$ cat src/rtl/baud_pkg.sv
package baud_pkg;
  typedef enum logic {
    PRE_DIV1 = 1'b0,
    PRE_DIVN = 1'b1
  } pre_mode_e;
endpackage

$ cat src/rtl/baud_prescaler.sv
module baud_prescaler
  import baud_pkg::*;
#(
  parameter int RATIO = 4
) (
  input  logic      clk,
  input  logic      rst_n,
  input  pre_mode_e mode_i,
  input  logic      restart_i,
  output logic      en_o
);
  localparam int W = (RATIO > 1) ? $clog2(RATIO) : 1;
  localparam logic [W-1:0] LAST = W'(RATIO - 1);

  logic [W-1:0] cnt_q, cnt_d;

  always_comb begin
    cnt_d = cnt_q;
    if (restart_i || mode_i == PRE_DIV1) cnt_d = '0;
    else if (cnt_q == LAST)              cnt_d = '0;
    else                                 cnt_d = cnt_q + W'(1);
  end

  always_ff @(posedge clk or negedge rst_n) begin
    if (!rst_n) cnt_q <= '0;
    else        cnt_q <= cnt_d;
  end

  assign en_o = (mode_i == PRE_DIV1) || (cnt_q == LAST);

  AST_PRE_SPACING: assert property (@(posedge clk) disable iff (!rst_n)
    (en_o && mode_i == PRE_DIVN) |=> (!en_o || mode_i == PRE_DIV1));
endmodule

$ cat src/rtl/baud_cfg_regs.sv
module baud_cfg_regs
  import baud_pkg::*;
#(
  parameter int DIV_W   = 16,
  parameter int BYTE_W  = 8,
  parameter int ADDR_W  = 2,
  parameter int PRE_BIT = 7
) (
  input  logic              clk,
  input  logic              rst_n,
  input  logic              wr_en,
  input  logic [ADDR_W-1:0] wr_addr,
  input  logic [BYTE_W-1:0] wr_data,
  output logic [DIV_W-1:0]  div_o,
  output pre_mode_e         mode_o,
  output logic              restart_o
);
  localparam int NUM_BYTES = DIV_W / BYTE_W;
  localparam int MODE_ADDR = NUM_BYTES;

  logic [NUM_BYTES-1:0] byte_hit;

  for (genvar b = 0; b < NUM_BYTES; b++) begin : g_byte
    logic [BYTE_W-1:0] byte_q, byte_d;
    assign byte_hit[b] = wr_en && (wr_addr == ADDR_W'(b));

    always_comb begin
      byte_d = byte_q;
      if (byte_hit[b]) byte_d = wr_data;
    end

    always_ff @(posedge clk or negedge rst_n) begin
      if (!rst_n) byte_q <= '0;
      else        byte_q <= byte_d;
    end

    assign div_o[b*BYTE_W +: BYTE_W] = byte_q;

    AST_BYTE_WRITE: assert property (@(posedge clk) disable iff (!rst_n)
      byte_hit[b] |=> (div_o[b*BYTE_W +: BYTE_W] == $past(wr_data)));
  end

  pre_mode_e mode_q, mode_d, mode_new;
  logic      mode_wr, mode_chg;

  assign mode_wr  = wr_en && (wr_addr == ADDR_W'(MODE_ADDR));
  assign mode_new = pre_mode_e'(wr_data[PRE_BIT]);
  assign mode_chg = mode_wr && (mode_new != mode_q);

  always_comb begin
    mode_d = mode_q;
    if (mode_chg) mode_d = mode_new;
  end

  always_ff @(posedge clk or negedge rst_n) begin
    if (!rst_n) mode_q <= PRE_DIV1;
    else        mode_q <= mode_d;
  end

  assign mode_o    = mode_q;
  assign restart_o = (|byte_hit) || mode_chg;

  AST_MODE_HOLD: assert property (@(posedge clk) disable iff (!rst_n)
    !mode_wr |=> $stable(mode_o));
endmodule

$ cat src/rtl/baud_divider.sv
module baud_divider #(
  parameter int DIV_W = 16
) (
  input  logic             clk,
  input  logic             rst_n,
  input  logic             en_i,
  input  logic             load_i,
  input  logic [DIV_W-1:0] div_i,
  output logic             tick_o
);
  logic [DIV_W-1:0] cnt_q, cnt_d;
  logic             run, at_end;

  assign run    = |div_i;
  assign at_end = (cnt_q == div_i - DIV_W'(1));

  always_comb begin
    cnt_d = cnt_q;
    if (load_i)             cnt_d = '0;
    else if (en_i && run) begin
      if (at_end) cnt_d = '0;
      else        cnt_d = cnt_q + DIV_W'(1);
    end
  end

  always_ff @(posedge clk or negedge rst_n) begin
    if (!rst_n) cnt_q <= '0;
    else        cnt_q <= cnt_d;
  end

  assign tick_o = en_i && run && at_end;

  AST_CNT_BELOW_DIV: assert property (@(posedge clk) disable iff (!rst_n)
    run |-> (cnt_q < div_i));
  AST_LOAD_QUIET: assert property (@(posedge clk) disable iff (!rst_n)
    load_i |=> (div_i < DIV_W'(2) || !tick_o));
endmodule

$ cat src/rtl/baud_tick_gen.sv
module baud_tick_gen
  import baud_pkg::*;
#(
  parameter int DIV_W     = 16,
  parameter int BYTE_W    = 8,
  parameter int ADDR_W    = 2,
  parameter int PRE_RATIO = 4,
  parameter int PRE_BIT   = 7
) (
  input  logic              clk,
  input  logic              rst_n,
  input  logic              wr_en,
  input  logic [ADDR_W-1:0] wr_addr,
  input  logic [BYTE_W-1:0] wr_data,
  output logic              tick,
  output logic              active
);
  logic       rst_s1_q, rst_s2_q;
  logic       srst_n;
  logic [DIV_W-1:0] div;
  pre_mode_e  mode;
  logic       restart, pre_en;

  always_ff @(posedge clk or negedge rst_n) begin
    if (!rst_n) begin
      rst_s1_q <= 1'b0;
      rst_s2_q <= 1'b0;
    end else begin
      rst_s1_q <= 1'b1;
      rst_s2_q <= rst_s1_q;
    end
  end
  assign srst_n = rst_s2_q;

  baud_cfg_regs #(
    .DIV_W(DIV_W), .BYTE_W(BYTE_W), .ADDR_W(ADDR_W), .PRE_BIT(PRE_BIT)
  ) u_regs (
    .clk(clk), .rst_n(srst_n), .wr_en(wr_en), .wr_addr(wr_addr),
    .wr_data(wr_data), .div_o(div), .mode_o(mode), .restart_o(restart)
  );

  baud_prescaler #(.RATIO(PRE_RATIO)) u_pre (
    .clk(clk), .rst_n(srst_n), .mode_i(mode), .restart_i(restart), .en_o(pre_en)
  );

  baud_divider #(.DIV_W(DIV_W)) u_div (
    .clk(clk), .rst_n(srst_n), .en_i(pre_en), .load_i(restart),
    .div_i(div), .tick_o(tick)
  );

  assign active = |div;

  logic fast;
  assign fast = (mode == PRE_DIV1) && (div == DIV_W'(1));

  AST_TICK_NEEDS_DIV: assert property (@(posedge clk) disable iff (!srst_n)
    tick |-> active);
  AST_TICK_WIDTH: assert property (@(posedge clk) disable iff (!srst_n)
    (tick && !fast) |=> (!tick || fast));
  AST_RESET_IDLE: assert property (@(posedge clk)
    !srst_n |-> (!tick && !active));
endmodule

$ cat config.mk
export PLATFORM = sky130hd
export DESIGN_NAME = baud_tick_gen
export DESIGN_NICKNAME = d
export VERILOG_FILES = /design/src/rtl/baud_pkg.sv /design/src/rtl/baud_prescaler.sv /design/src/rtl/baud_cfg_regs.sv /design/src/rtl/baud_divider.sv /design/src/rtl/baud_tick_gen.sv
export SDC_FILE = /design/constraint.sdc
export NUM_CORES = 1
export LEC_CHECK = 0
export CORE_UTILIZATION = 50
export CTS_BUF_LIST = sky130_fd_sc_hd__clkbuf_8
export DETAILED_ROUTE_END_ITERATION = 16
export DONT_BUFFER_PORTS = 1
export PLACE_DENSITY = 0.62
export SLEW_MARGIN = 10
export SYNTH_ARGS = -nofsm -noshare
export SYNTH_HDL_FRONTEND = slang
export SYNTH_SLANG_ARGS = --single-unit
$ cat constraint.sdc
create_clock -name clk -period 8.71 [get_ports clk]
set_input_delay 0.871 -clock clk [delete_from_list [all_inputs] [get_ports clk]]
set_output_delay 0.871 -clock clk [all_outputs]
set_load 0.03 [all_outputs]
==> results.json <==
{
  "synth_edf_count": 0,
  "slew_headroom": 0.448,
  "path_buf_inv": 2,
  "nNetsFinal": 252,
  "num_io_pins": 15,
  "hold_path_class": "input pin to asynchronous set/reset pin",
  "placed_area_um2": 2420,
  "clkLatencyLatePin_ns": 0.28,
  "path_max_fanout": 17,
  "synth-xor-area-share": 0.105,
  "leakagePower_nw": 1.01,
  "diodes": 0,
  "finalSetupViolations": 0,
  "synth_fa_ha_area_frac": 0.0156,
  "crit_path_end_kind": "output port",
  "final.min_clock_period_ns": 3.88,
  "layout-drive-gt1-share": 0.156,
  "synth.distinct_cells": 50,
  "ir_worst_vdd_v": 0.000115,
  "r2r_setup_slack_ns": 6.04,
  "arrival_ns": 3.01,
  "start_util": 0.535,
  "yosys_warnings": 0,
  "wl_per_cell_um": 18.6,
  "overflow": 0,
  "async_flop_share": 1.00,
  "crit_chain": "inv_1, ha_1, nor2b_1, or3_1, a31oi_1, nand4_1, nor4_4, buf_4, and2_1",
  "synth-seq-cells": 37,
  "hold_violations": 0,
  "synth_flop_cell": "dfrtp_1",
  "critPathLaunchType": "flop",
  "synth_common_cells": "dfrtp_1 (37), xor2_1 (20), a211oi_1 (15), mux2_2 (15), clkbuf_1 (14)",
  "powerDensity_nw_per_um2": 196,
  "ant_nets": 0,
  "clock_sinks": 37,
  "synth.most_common_cell": "dfrtp_1",
  "grt_max_degree": 36,
  "die_y_um": 71.4,
  "antenna_found_initial": 0,
  "timing.rr.end": "u_div.cnt_q[3]",
  "slowest_delay_ns": 0.51,
  "drv_slew": 0,
  "avgViaCountPerCell": 6.40,
  "cts-root-buf": "clkbuf_8",
  "required_ns": 7.84,
  "top_layer": "met4",
  "clock_path_buffers": 2,
  "grt_pass1_wl_um": 9310,
  "critical-path-top-delay-family": "simple AND/OR/NAND/NOR gates",
  "crit_path_start": "u_regs.g_byte[0].byte_q[0]",
  "gr-usage-all-layers": 0.235,
  "drt_first_pass_iters": 5,
  "critPathKind": "flop to output port",
  "endpoint": "tick",
  "fin_ws_ns": 4.83,
  "syn_area_per_cell_um2": 9.96,
  "cts-resized-gates": 0,
  "status": "finished, final reports clean",
  "synth_top_area_frac": 0.384,
  "core_um2": 4500,
  "wl_um": 5370,
  "cpMaxStageDelayCell": "dfrtp_1",
  "place_ws_ns": 5.15,
  "synth_area_leaders": "dfrtp_1 (38%), xor2_1 (7.3%), mux2_2 (7.0%)",
  "rsz0062_at_grt": "no",
  "drtIter0Drc": 117,
  "cts_tree": "yes",
  "post-dp-hpwl_um": 3940,
  "fp.dieW_um": 71.4,
  "rows": 24,
  "synth-simple-area-share": 0.210,
  "port_buffers": 0,
  "vias": 1851,
  "area_growth_syn_to_layout_pct": 5.45,
  "path_depth": 9,
  "wl_met1_um": 2590,
  "clkSlewWorstSetupHoldPaths_ns": 0.07,
  "clock-skew-final_ns": 0.00334,
  "muxShareOfSynthArea": 0.0701,
  "fmax_ghz": 0.258,
  "cts_setup_buffers": 0,
  "tightest_slew_ns": 0.828,
  "yosysTopAreaCell": "dfrtp_1",
  "die_area_um2": 5100,
  "final.setup.tns_ns": 0,
  "syn_nets": 258,
  "dr_wl_met3_um": 161,
  "drc": 0,
  "cts-htree-levels": 2,
  "period_share": 0.446,
  "syn_area_um2": 2410,
  "synth_compound_area_frac": 0.170,
  "seq_area_frac_synth": 0.384,
  "place.gp.congestion": 0.887,
  "postLayoutCellArea_um2": 2540,
  "crit-reg2reg-launch": "u_regs.g_byte[0].byte_q[0]",
  "first_global_vias": 1871,
  "synthCells": 242,
  "cts_buffers": 5,
  "dr_wl_met2_um": 2610,
  "postCtsHoldBufs": 0,
  "synth_top_family_by_area": "simple AND/OR/NAND/NOR gates",
  "reg2reg_depth": 9,
  "max_cap_viol_count": 0
}
[cell type report]
| cell class | count | area, um2 |
|---|---|---|
| fill | 404 | 1960 |
| multi-input combinational | 182 | 1380 |
| sequential | 37 | 926 |
| clock buffer | 6 | 82.6 |
| tap | 52 | 65.1 |
| clock inverter | 2 | 33.8 |
| timing repair buffer | 4 | 30.0 |
| inverter | 6 | 22.5 |
[cells in the final DEF, fill, tap and decap left out, drive strengths merged, types with 2 or more instances in the layout]
| master | instances |
|---|---|
| a211o | 2 |
| a211oi | 15 |
| a21oi | 4 |
| a31oi | 3 |
| and2 | 5 |
| and3 | 5 |
| buf | 4 |
| clkbuf | 6 |
| dfrtp | 37 |
| ha | 3 |
| inv | 7 |
| mux2 | 15 |
| nand2 | 13 |
| nand2b | 6 |
| nand3 | 3 |
| nand3b | 4 |
| nand4 | 6 |
| nor2 | 11 |
| nor2b | 2 |
| nor3 | 6 |
| nor3b | 4 |
| nor4 | 7 |
| o2111ai | 4 |
| o211ai | 6 |
| o21ai | 7 |
| o22ai | 2 |
| o311ai | 2 |
| or4 | 3 |
| xnor2 | 9 |
| xor2 | 20 |
[flip-flops by register name, indices dropped and copies added (netlist names)]
register              flops
u_regs.mode_o             1
u_div.cnt_q              16
u_pre.cnt_q               2
rst_s1_q                  1
u_regs.g_byte.byte_q     16
rst_s2_q                  1
[metal layers]
layer	GRT usage	vias up
met2	0.377	27
met4	0.0556	0
met1	0.330	934
met5	0	-
met3	0.0464	2
li1	-	888
[through the flow]
stage / instances / util / power (mW) / hold slack [ns]
global placement: 281 / 0.538 / 0.341 / 0.280
detailed placement: 281 / 0.538 / 0.347 / 0.299
finish: 289 / 0.564 / 0.497 / 0.271
floorplan: 242 / - / 0.320 / 0.331
CTS: 289 / 0.564 / 0.500 / 0.264
global route: 289 / 0.564 / 0.527 / 0.252
[where the power goes]
group / total (mW) / leakage, nW / internal [mW] / switching, mW
sequential: 0.233 / 0.473 / 0.193 / 0.0404
combinational: 0.111 / 0.471 / 0.0518 / 0.0594
clock: 0.153 / 0.0626 / 0.0922 / 0.0608
[cells by family (layout without fill, tap and decap cells)]
kind of cell	Yosys count	count (layout)
flops	37	37
other cells	1	1
mux	15	15
simple gates	80	80
fa+ha+maj	3	3
compound gates	54	54
buf+inv	23	18
xor+xnor	29	29
[how the worst min path moves through the flow]
stage,startpoint,to
3_5_place_dp,rst_s2_q,u_regs.g_byte[1].byte_q[4]
3_3_place_gp,rst_s2_q,u_regs.g_byte[0].byte_q[4]
6_report,rst_n,rst_s1_q
5_1_grt,rst_n,rst_s1_q
2_1_floorplan,rst_s1_q,rst_s2_q
4_1_cts,rst_n,rst_s1_q
No activity file was read; power rests on OpenSTA's default activity.
